==> config.mk <==
export PLATFORM = sky130hd
export DESIGN_NAME = fbp_alloc
export DESIGN_NICKNAME = d
export VERILOG_FILES = /design/src/rtl/fbp_pkg.sv /design/src/rtl/fbp_table.sv /design/src/rtl/fbp_fetch.sv /design/src/rtl/fbp_irq_fifo.sv /design/src/rtl/fbp_alloc.sv
export SDC_FILE = /design/constraint.sdc
export NUM_CORES = 1
export LEC_CHECK = 0
export BUFFER_PORTS_ARGS = -buffer_cell sky130_fd_sc_hd__buf_2
export CAP_MARGIN = 20
export CORE_MARGIN = 4
export CORE_UTILIZATION = 45
export DETAILED_ROUTE_END_ITERATION = 10
export GPL_TIMING_DRIVEN = 0
export PLACE_DENSITY = 0.73
export SLEW_MARGIN = 0
export SYNTH_ARGS = -nofsm -noshare
export SYNTH_HDL_FRONTEND = slang
export SYNTH_SLANG_ARGS = --single-unit
==> constraint.sdc <==
create_clock -name clk -period 6.2 [get_ports clk]
set_input_delay 0 -clock clk [delete_from_list [all_inputs] [get_ports clk]]
set_output_delay 0 -clock clk [all_outputs]
set_load 0.005 [all_outputs]
==> src/rtl/fbp_pkg.sv <==
package fbp_pkg;
    localparam int PTR_W = 32;

    typedef struct packed {
        logic             v;
        logic             w;
        logic [PTR_W-1:0] ptr;
    } fbp_ent_t;

    typedef enum logic {ST_IDLE = 1'b0, ST_CHK = 1'b1} fetch_st_e;

    function automatic logic [PTR_W-1:0] ptr_or_zero(input fbp_ent_t e);
        return e.v ? e.ptr : '0;
    endfunction
endpackage

==> src/rtl/fbp_table.sv <==
module fbp_table
    import fbp_pkg::*;
#(
    parameter int IDX_W = 3
) (
    input  logic             clk,
    input  logic             rst,
    input  logic             host_we,
    input  logic [IDX_W-1:0] host_idx,
    input  fbp_ent_t         host_ent,
    input  logic             blk_clr,
    input  logic [IDX_W-1:0] blk_idx,
    input  logic [IDX_W-1:0] rd_idx,
    output fbp_ent_t         rd_ent
);
    localparam int NENT = 1 << IDX_W;

    fbp_ent_t ent_q [NENT];

    for (genvar i = 0; i < NENT; i++) begin : g_ent
        logic hit_host, hit_blk;
        assign hit_host = host_we && (host_idx == IDX_W'(i));
        assign hit_blk  = blk_clr && (blk_idx == IDX_W'(i));

        always_ff @(posedge clk) begin
            if (rst) begin
                ent_q[i] <= '0;
            end else if (hit_host) begin
                ent_q[i] <= host_ent;
            end else if (hit_blk) begin
                ent_q[i].v <= 1'b0;
            end
        end


        never_self_set_chk: assert property (@(posedge clk) disable iff (rst)
            $rose(ent_q[i].v) |-> $past(host_we && host_idx == IDX_W'(i)));


        host_wins_chk: assert property (@(posedge clk) disable iff (rst)
            (hit_host && hit_blk) |=> (ent_q[i] == $past(host_ent)));
    end

    assign rd_ent = ent_q[rd_idx];
endmodule

==> src/rtl/fbp_fetch.sv <==
module fbp_fetch
    import fbp_pkg::*;
#(
    parameter int IDX_W = 3
) (
    input  logic             clk,
    input  logic             rst,
    input  logic             req_valid,
    output logic             req_ready,
    input  fbp_ent_t         rd_ent,
    output logic             blk_clr,
    output logic             rsp_valid,
    output logic             rsp_ok,
    output logic [PTR_W-1:0] rsp_ptr,
    input  logic             cfg_we,
    input  logic [IDX_W-1:0] cfg_base,
    output logic [IDX_W-1:0] idx,
    output logic             fail
);
    fetch_st_e        st_q;
    logic [IDX_W-1:0] idx_q, base_q;

    assign req_ready = (st_q == ST_IDLE);
    assign rsp_valid = (st_q == ST_CHK);
    assign rsp_ok    = rsp_valid && rd_ent.v;
    assign rsp_ptr   = rsp_valid ? ptr_or_zero(rd_ent) : '0;
    assign blk_clr   = rsp_ok;
    assign fail      = rsp_valid && !rd_ent.v;
    assign idx       = idx_q;

    always_ff @(posedge clk) begin
        if (rst) begin
            st_q   <= ST_IDLE;
            idx_q  <= '0;
            base_q <= '0;
        end else begin
            unique case (st_q)
                ST_IDLE: if (req_valid) st_q <= ST_CHK;
                ST_CHK:  st_q <= ST_IDLE;
            endcase
            if (cfg_we) begin
                base_q <= cfg_base;
                idx_q  <= cfg_base;
            end else if (rsp_ok) begin
                idx_q <= rd_ent.w ? base_q : idx_q + 1'b1;
            end
        end
    end


    one_rsp_chk: assert property (@(posedge clk) disable iff (rst)
        rsp_valid |=> !rsp_valid);


    rsp_after_req_chk: assert property (@(posedge clk) disable iff (rst)
        (req_valid && req_ready) |=> rsp_valid);


    fail_hold_chk: assert property (@(posedge clk) disable iff (rst)
        (fail && !cfg_we) |=> $stable(idx_q));


    step_chk: assert property (@(posedge clk) disable iff (rst)
        (rsp_ok && !rd_ent.w && !cfg_we) |=> (idx_q == $past(idx_q) + 1'b1));


    wrap_chk: assert property (@(posedge clk) disable iff (rst)
        (rsp_ok && rd_ent.w && !cfg_we) |=> (idx_q == $past(base_q)));
endmodule

==> src/rtl/fbp_irq_fifo.sv <==
module fbp_irq_fifo #(
    parameter int CHAN_W = 8,
    parameter int DEPTH  = 4
) (
    input  logic              clk,
    input  logic              rst,
    input  logic              push,
    input  logic [CHAN_W-1:0] push_chan,
    output logic              out_valid,
    input  logic              out_ready,
    output logic [CHAN_W-1:0] out_chan,
    output logic              ovf,
    input  logic              ovf_clr
);
    localparam int AW = (DEPTH > 1) ? $clog2(DEPTH) : 1;
    localparam int CW = $clog2(DEPTH + 1);

    logic [CHAN_W-1:0] mem_q [DEPTH];
    logic [AW-1:0]     wp_q, rp_q;
    logic [CW-1:0]     cnt_q;
    logic              full, do_push, do_pop;

    assign full      = (cnt_q == CW'(DEPTH));
    assign out_valid = (cnt_q != '0);
    assign out_chan  = mem_q[rp_q];
    assign do_pop    = out_valid && out_ready;
    assign do_push   = push && !full;

    function automatic logic [AW-1:0] bump(input logic [AW-1:0] p);
        return (p == AW'(DEPTH - 1)) ? '0 : p + 1'b1;
    endfunction

    always_ff @(posedge clk) begin
        if (rst) begin
            wp_q  <= '0;
            rp_q  <= '0;
            cnt_q <= '0;
            ovf   <= 1'b0;
        end else begin
            if (do_push) begin
                mem_q[wp_q] <= push_chan;
                wp_q        <= bump(wp_q);
            end
            if (do_pop) rp_q <= bump(rp_q);
            cnt_q <= cnt_q + CW'(do_push) - CW'(do_pop);
            if (push && full)  ovf <= 1'b1;
            else if (ovf_clr)  ovf <= 1'b0;
        end
    end


    no_overflow_chk: assert property (@(posedge clk) disable iff (rst)
        cnt_q <= CW'(DEPTH));


    drop_flag_chk: assert property (@(posedge clk) disable iff (rst)
        (push && full) |=> (ovf && cnt_q != '0));


    push_seen_chk: assert property (@(posedge clk) disable iff (rst)
        (push && !full) |=> out_valid);
endmodule

==> src/rtl/fbp_alloc.sv <==
module fbp_alloc
    import fbp_pkg::*;
#(
    parameter int IDX_W  = 3,
    parameter int CHAN_W = 8,
    parameter int QDEPTH = 4
) (
    input  logic              clk,
    input  logic              rst,
    input  logic              req_valid,
    output logic              req_ready,
    output logic              rsp_valid,
    output logic              rsp_ok,
    output logic [31:0]       rsp_ptr,
    input  logic              host_we,
    input  logic [IDX_W-1:0]  host_idx,
    input  logic [31:0]       host_ptr,
    input  logic              host_v,
    input  logic              host_w,
    input  logic              cfg_we,
    input  logic [IDX_W-1:0]  cfg_base,
    input  logic [CHAN_W-1:0] cfg_chan,
    output logic [IDX_W-1:0]  fetch_idx,
    output logic              busy_evt,
    input  logic              host_busy_clr,
    output logic              irq_valid,
    input  logic              irq_ready,
    output logic [CHAN_W-1:0] irq_chan,
    output logic              irq_ovf,
    input  logic              host_ovf_clr
);
    fbp_ent_t          host_ent, rd_ent;
    logic              blk_clr, fail;
    logic [CHAN_W-1:0] chan_q;

    assign host_ent = '{v: host_v, w: host_w, ptr: host_ptr};

    fbp_table #(.IDX_W(IDX_W)) table_i (
        .clk(clk), .rst(rst),
        .host_we(host_we), .host_idx(host_idx), .host_ent(host_ent),
        .blk_clr(blk_clr), .blk_idx(fetch_idx),
        .rd_idx(fetch_idx), .rd_ent(rd_ent)
    );

    fbp_fetch #(.IDX_W(IDX_W)) fetch_i (
        .clk(clk), .rst(rst),
        .req_valid(req_valid), .req_ready(req_ready),
        .rd_ent(rd_ent), .blk_clr(blk_clr),
        .rsp_valid(rsp_valid), .rsp_ok(rsp_ok), .rsp_ptr(rsp_ptr),
        .cfg_we(cfg_we), .cfg_base(cfg_base),
        .idx(fetch_idx), .fail(fail)
    );

    fbp_irq_fifo #(.CHAN_W(CHAN_W), .DEPTH(QDEPTH)) irq_i (
        .clk(clk), .rst(rst),
        .push(fail), .push_chan(chan_q),
        .out_valid(irq_valid), .out_ready(irq_ready), .out_chan(irq_chan),
        .ovf(irq_ovf), .ovf_clr(host_ovf_clr)
    );

    always_ff @(posedge clk) begin
        if (rst) begin
            chan_q   <= '0;
            busy_evt <= 1'b0;
        end else begin
            if (cfg_we) chan_q <= cfg_chan;
            if (fail)               busy_evt <= 1'b1;
            else if (host_busy_clr) busy_evt <= 1'b0;
        end
    end


    busy_set_chk: assert property (@(posedge clk) disable iff (rst)
        (rsp_valid && !rsp_ok) |=> busy_evt);


    busy_clr_chk: assert property (@(posedge clk) disable iff (rst)
        (host_busy_clr && !(rsp_valid && !rsp_ok)) |=> !busy_evt);
endmodule

== Yosys cells after proc, flatten, opt, wreduce, memory -nomap -nowiden ==
Memory sizes are Yosys's and may differ from the RTL's. A register that Yosys moved wholly into a read port is not among the register bits.
Index checks and enable logic that the tools add are counted.
Word-level totals
  register bits after elaboration: 24
  input port bits: 56
  memories: 2
  logic and storage cells: 173
  output and inout bits: 49
  RAM bits: 304
Memories
  table_i.ent_q: depth 8, bits a word 34, read ports 1, clocked after Yosys merged registers in 1, wr ports 8, line fbp_table.sv:18  | fbp_ent_t ent_q [NENT];
  irq_i.mem_q: depth 4, bits a word 8, read ports 1, clocked after Yosys merged registers in 1, wr ports 1, line fbp_irq_fifo.sv:18  | logic [CHAN_W-1:0] mem_q [DEPTH];
Operators by class
  reduce and logical (&&, ||, !) cells: 29
  muxes and demuxes: 94
  bitwise operators: 17
  add/subtract/negate cells: 5
  equality and inequality tests: 17
Operator list (number)
  34-bit two-way mux: 8
  1-bit two-way mux: 74
  32-bit two-way mux: 2
  3-bit == test, second input constant: 9
  1-bit logical AND: 21
  1-bit bitwise OR: 16
  3-bit two-way mux: 5
  3-bit by 2-bit == test with 1-bit output, second input constant: 4
  2-bit two-way mux: 4
  3-bit by 1-bit == test with 1-bit output, second input constant: 2
  3-bit zero test: 2
  2-bit nonzero test: 3
  2-bit by 1-bit adder with 2-bit output, second input constant: 2
  2-bit == test, second input constant: 2
  3-bit by 1-bit adder with 3-bit output: 1
  3-bit by 1-bit adder with 3-bit output, second input constant: 1
  3-bit nonzero test: 1
  3-bit by 1-bit subtractor with 3-bit output: 1
  1-bit zero test: 2
  1-bit one-hot mux with 2 select lines: 1
  1-bit NOT: 1

== Longest topological paths before layout ==
  depth in word-level cells: 7
  mapped depth: 9

== By module ==
From an unflattened synthesis, not the netlist that was laid out.
Second synthesis, totals
  cell total of the unflattened synthesis: 997
  area, all modules: 14845.5 sq um
By module, submodules not included
  fbp_table: cells each 793, instances 1, seq. area each 8167.8 sq um, area an instance 12259.3 sq um
  fbp_irq_fifo: cells each 97, instances 1, seq. area each 1161.1 sq um, area an instance 1696.6 sq um
  fbp_fetch: cells each 77, instances 1, seq. area each 140.1 sq um, area an instance 568.0 sq um
  fbp_alloc: cells each 30, instances 1, seq. area each 180.2 sq um, area an instance 321.6 sq um

== Worst setup path after synthesis ==
OpenSTA, ideal clock, no wires.
  path kind: input to register
  from: in host_idx[0]
  to: mem table_i.ent_q[0][33] in the netlist's numbering (enable)
  path buffers: 0
  arrival time: 2376 ps
  setup slack: 3525 ps
  stages on the path: 3
  required time: 5901 ps
  path through: or3b_2 -> o21bai_1 -> a31o_2
RTL lines
  from (decl): line fbp_alloc.sv:16  | input logic [IDX_W-1:0] host_idx,
  to (decl): line fbp_table.sv:18

==> flow_summary.toml <==
[clock_network]
cts_num_sinks = 333
cts_max_path_buffers = 3
numCtsBuffers = 38
cts_max_level = 2
ctsRootBufferMaster = "clkbuf_16"
clock_latency_ns = 0.51
cts_tree = "built"
clkTransAtPathRegs_ns = 0.05
ctsResizeCount = 0

[yosys]
yosys_register_bits = 333
yosysTopAreaCellShare_pct = 61.7
async_flop_share_pct = 0
yosys.area.top_type = "edfxtp_1"
syn_inst = 942
synth_nets = 1012
yosys_warnings = 0
synth.area.top_cells = "edfxtp_1 (62%), and2_1 (11%), mux4_2 (11%)"
avgSynthCellArea_um2 = 15.7
syn_area_um2 = 14800
ys_dominant_reg_cell = "edfxtp_1"
synth_edf_count = 304
synthDistinctLibCells = 37
synth.yosys.seq_area_share_pct = 65.6

[critical_path]
crit_required_ns = 6.20
path_class = "reg -> out"
worst_setup_path_end_kind = "primary output"
start_kind = "flop"
arrival_ns = 3.05
cp_max_fo = 10

[cells_and_area]
final_cell_mix = "edfxtp_1 (304), and2_1 (272), buf_2 (113), mux4_2 (75), mux2i_1 (52)"
num-fill-cells = 2632
drive_gt1_share_pct = 23.7
seqCellArea_um2 = 9710
multi_input_area_um2 = 4890
final_common_cell = "edfxtp_1"
nets = 1216
area_growth_pct = 20.8

[place]
dp.final_hpwl_um = 22300
gp_congestion = 0.765
place_ws_ns = 3.47
io_buffer_count = 102

[sta]
max_slew.worst_pin.slew_ns = 0.978
finalSetupTns_ns = 0
post-route-period-util_pct = 49.2
setup_slack_ns = 3.15
finalHoldViolCount = 0
setup_viol = 0
period_needed_ns = 3.05
fmax_ghz = 0.328
rsz0062_at_grt = "false"
slew_headroom_pct = 34.8
skew_ns = 0.0109
slew_violations = 0

[job]
cap_violations = 0

[die]
die_y_um = 189
die-area_um2 = 35900
num_rows = 66
fp.dieW_um = 189
core_um2 = 32500
initial_core_util_pct = 45.5
ios = 105

[power_and_ir_drop]
vdd_drop_max_mv = 0.240
power_frac_clock_pct = 40.3
p_per_area_nw_per_um2 = 300
p_int_uw = 4150
p_leak_uw = 0.00649
pwr-share-comb_pct = 10.4
p_seq_share_pct = 49.3
p_sw_uw = 1220
swShare_pct = 22.7

[detailed_routing]
wirelength_um = 34400
first_pass_iters = 5
route.detailed.drc = 0
vias = 8543
ant_nets = 0
wire_per_inst_um = 21.3
viasPerCell = 5.28
drt_iter0_drc = 656

[grt]
grt_max_degree = 26
antenna_found_initial = 1
overflow = 0
grt_pass1_vias = 9200
grt_usage_pct = 19.5
grt_pass1_wl_um = 53500

[hold_path]
hold_class = "in -> reg"

[run_status]
outcome = "finished clean"
[area by class of cell]
cell class | instances | share of cell area, %
clock buffer | 50 | 6.14
buffer | 57 | 1.31
antenna | 1 | 0.0140
inverter | 16 | 0.336
tap | 442 | 3.09
timing repair buffer | 164 | 6.79
multi-input combinational | 536 | 27.4
clock inverter | 19 | 0.679
sequential | 333 | 54.3
[timing repair]
| item | 4_1_cts | 5_1_grt |
|---|---|---|
| hold buffers | 50 | 0 |
| endpoints found under the hold margin | 296 | 0 |
| buffers inserted | 0 | 0 |
[state kept, by name, summed over array words and instances (netlist names), named ones only]
signal             flops
busy_evt               1
chan_q                 8
fetch_i.base_q         3
fetch_i.idx            3
fetch_i.rsp_valid      1
irq_i.cnt_q            3
irq_i.mem_q           32
irq_i.ovf              1
irq_i.rp_q             2
irq_i.wp_q             2
table_i.ent_q        272
[through the flow]
stage / area, um2 / total power [uW] / hold slack [ns] / std cells / utilization [%]
after CTS: 17900 / 5410 / 0.0328 / 1617 / 55.0
after floorplan: 14800 / 3020 / 0.147 / 942 / -
after detailed placement: 16200 / 3230 / 0.255 / 1498 / 49.7
final: 17900 / 5370 / 0.00383 / 1618 / 55.0
after global placement: 15900 / 3200 / 0.246 / 1486 / 48.8
after global routing: 17900 / 5570 / 0.0538 / 1617 / 55.0
[worst max-delay path, stage by stage, from the launching register on]
cell and delay [ns]:
dfxtp_1 0.45, clkbuf_1 0.53, clkbuf_1 0.66, mux4_2 0.41
mux2i_1 0.29, nor2_1 0.07, buf_2 0.13
[final timing paths]
path / slack [ns] / to / startpoint / cells after the start
max reg2reg: 3.48 / irq_i.mem_q[3][7] / flop / 5
min: 0.004 / fetch_i.base_q[0] / cfg_we / 3
min reg2reg: 0.48 / fetch_i.base_q[0] / fetch_i.base_q[0] / 2
max: 3.15 / rsp_ptr[0] / flop / 6
[cell usage after synthesis, types with 2 or more instances]
library cell  count
mux2i_1          52
nand2_1           7
a2111o_1          3
o21bai_1          8
or3_1             2
o21ai_0           2
inv_1            15
edfxtp_1        304
xnor2_1           2
nand3b_1          3
mux2_2            3
nor3_1            4
or3b_2            2
and2_1          272
nor2b_1           4
o221ai_1          2
nor3b_1           5
or4_1             2
buf_1             5
a21o_1            2
dfxtp_1          29
nor2_1           47
mux4_2           75
a21oi_1           9
nand3_1           3
nand2b_1          3
a31o_2            6
clkbuf_1         41
ha_1             13
buf_2            10
[power by group through the flow]
stage / clock network [uW] / logic, uW / registers [uW]
after global routing: 2300 / 613 / 2660
after floorplan: 0 / 345 / 2680
after detailed placement: 0 / 540 / 2690
after global placement: 0 / 505 / 2690
after CTS: 2200 / 567 / 2650
final: 2170 / 559 / 2650
[metal layers]
layer / GRT usage, % / up-vias / part of all wire (%)
li1: - / 3891 / -
met5: 0 / - / 0
met3: 3.67 / 51 / 6.0
met1: 24.7 / 4331 / 40
met4: 5.15 / 0 / 1.7
met2: 34.5 / 270 / 52
[kinds of logic after synthesis]
group	Yosys count	synth area share, %
simple gates	355	14.1
flops	333	65.6
mux	131	15.3
buf+inv	73	1.99
compound gates	34	1.69
fa+ha+maj	14	1.23
xor+xnor	2	0.118
No activity file was read; power rests on OpenSTA's default activity.
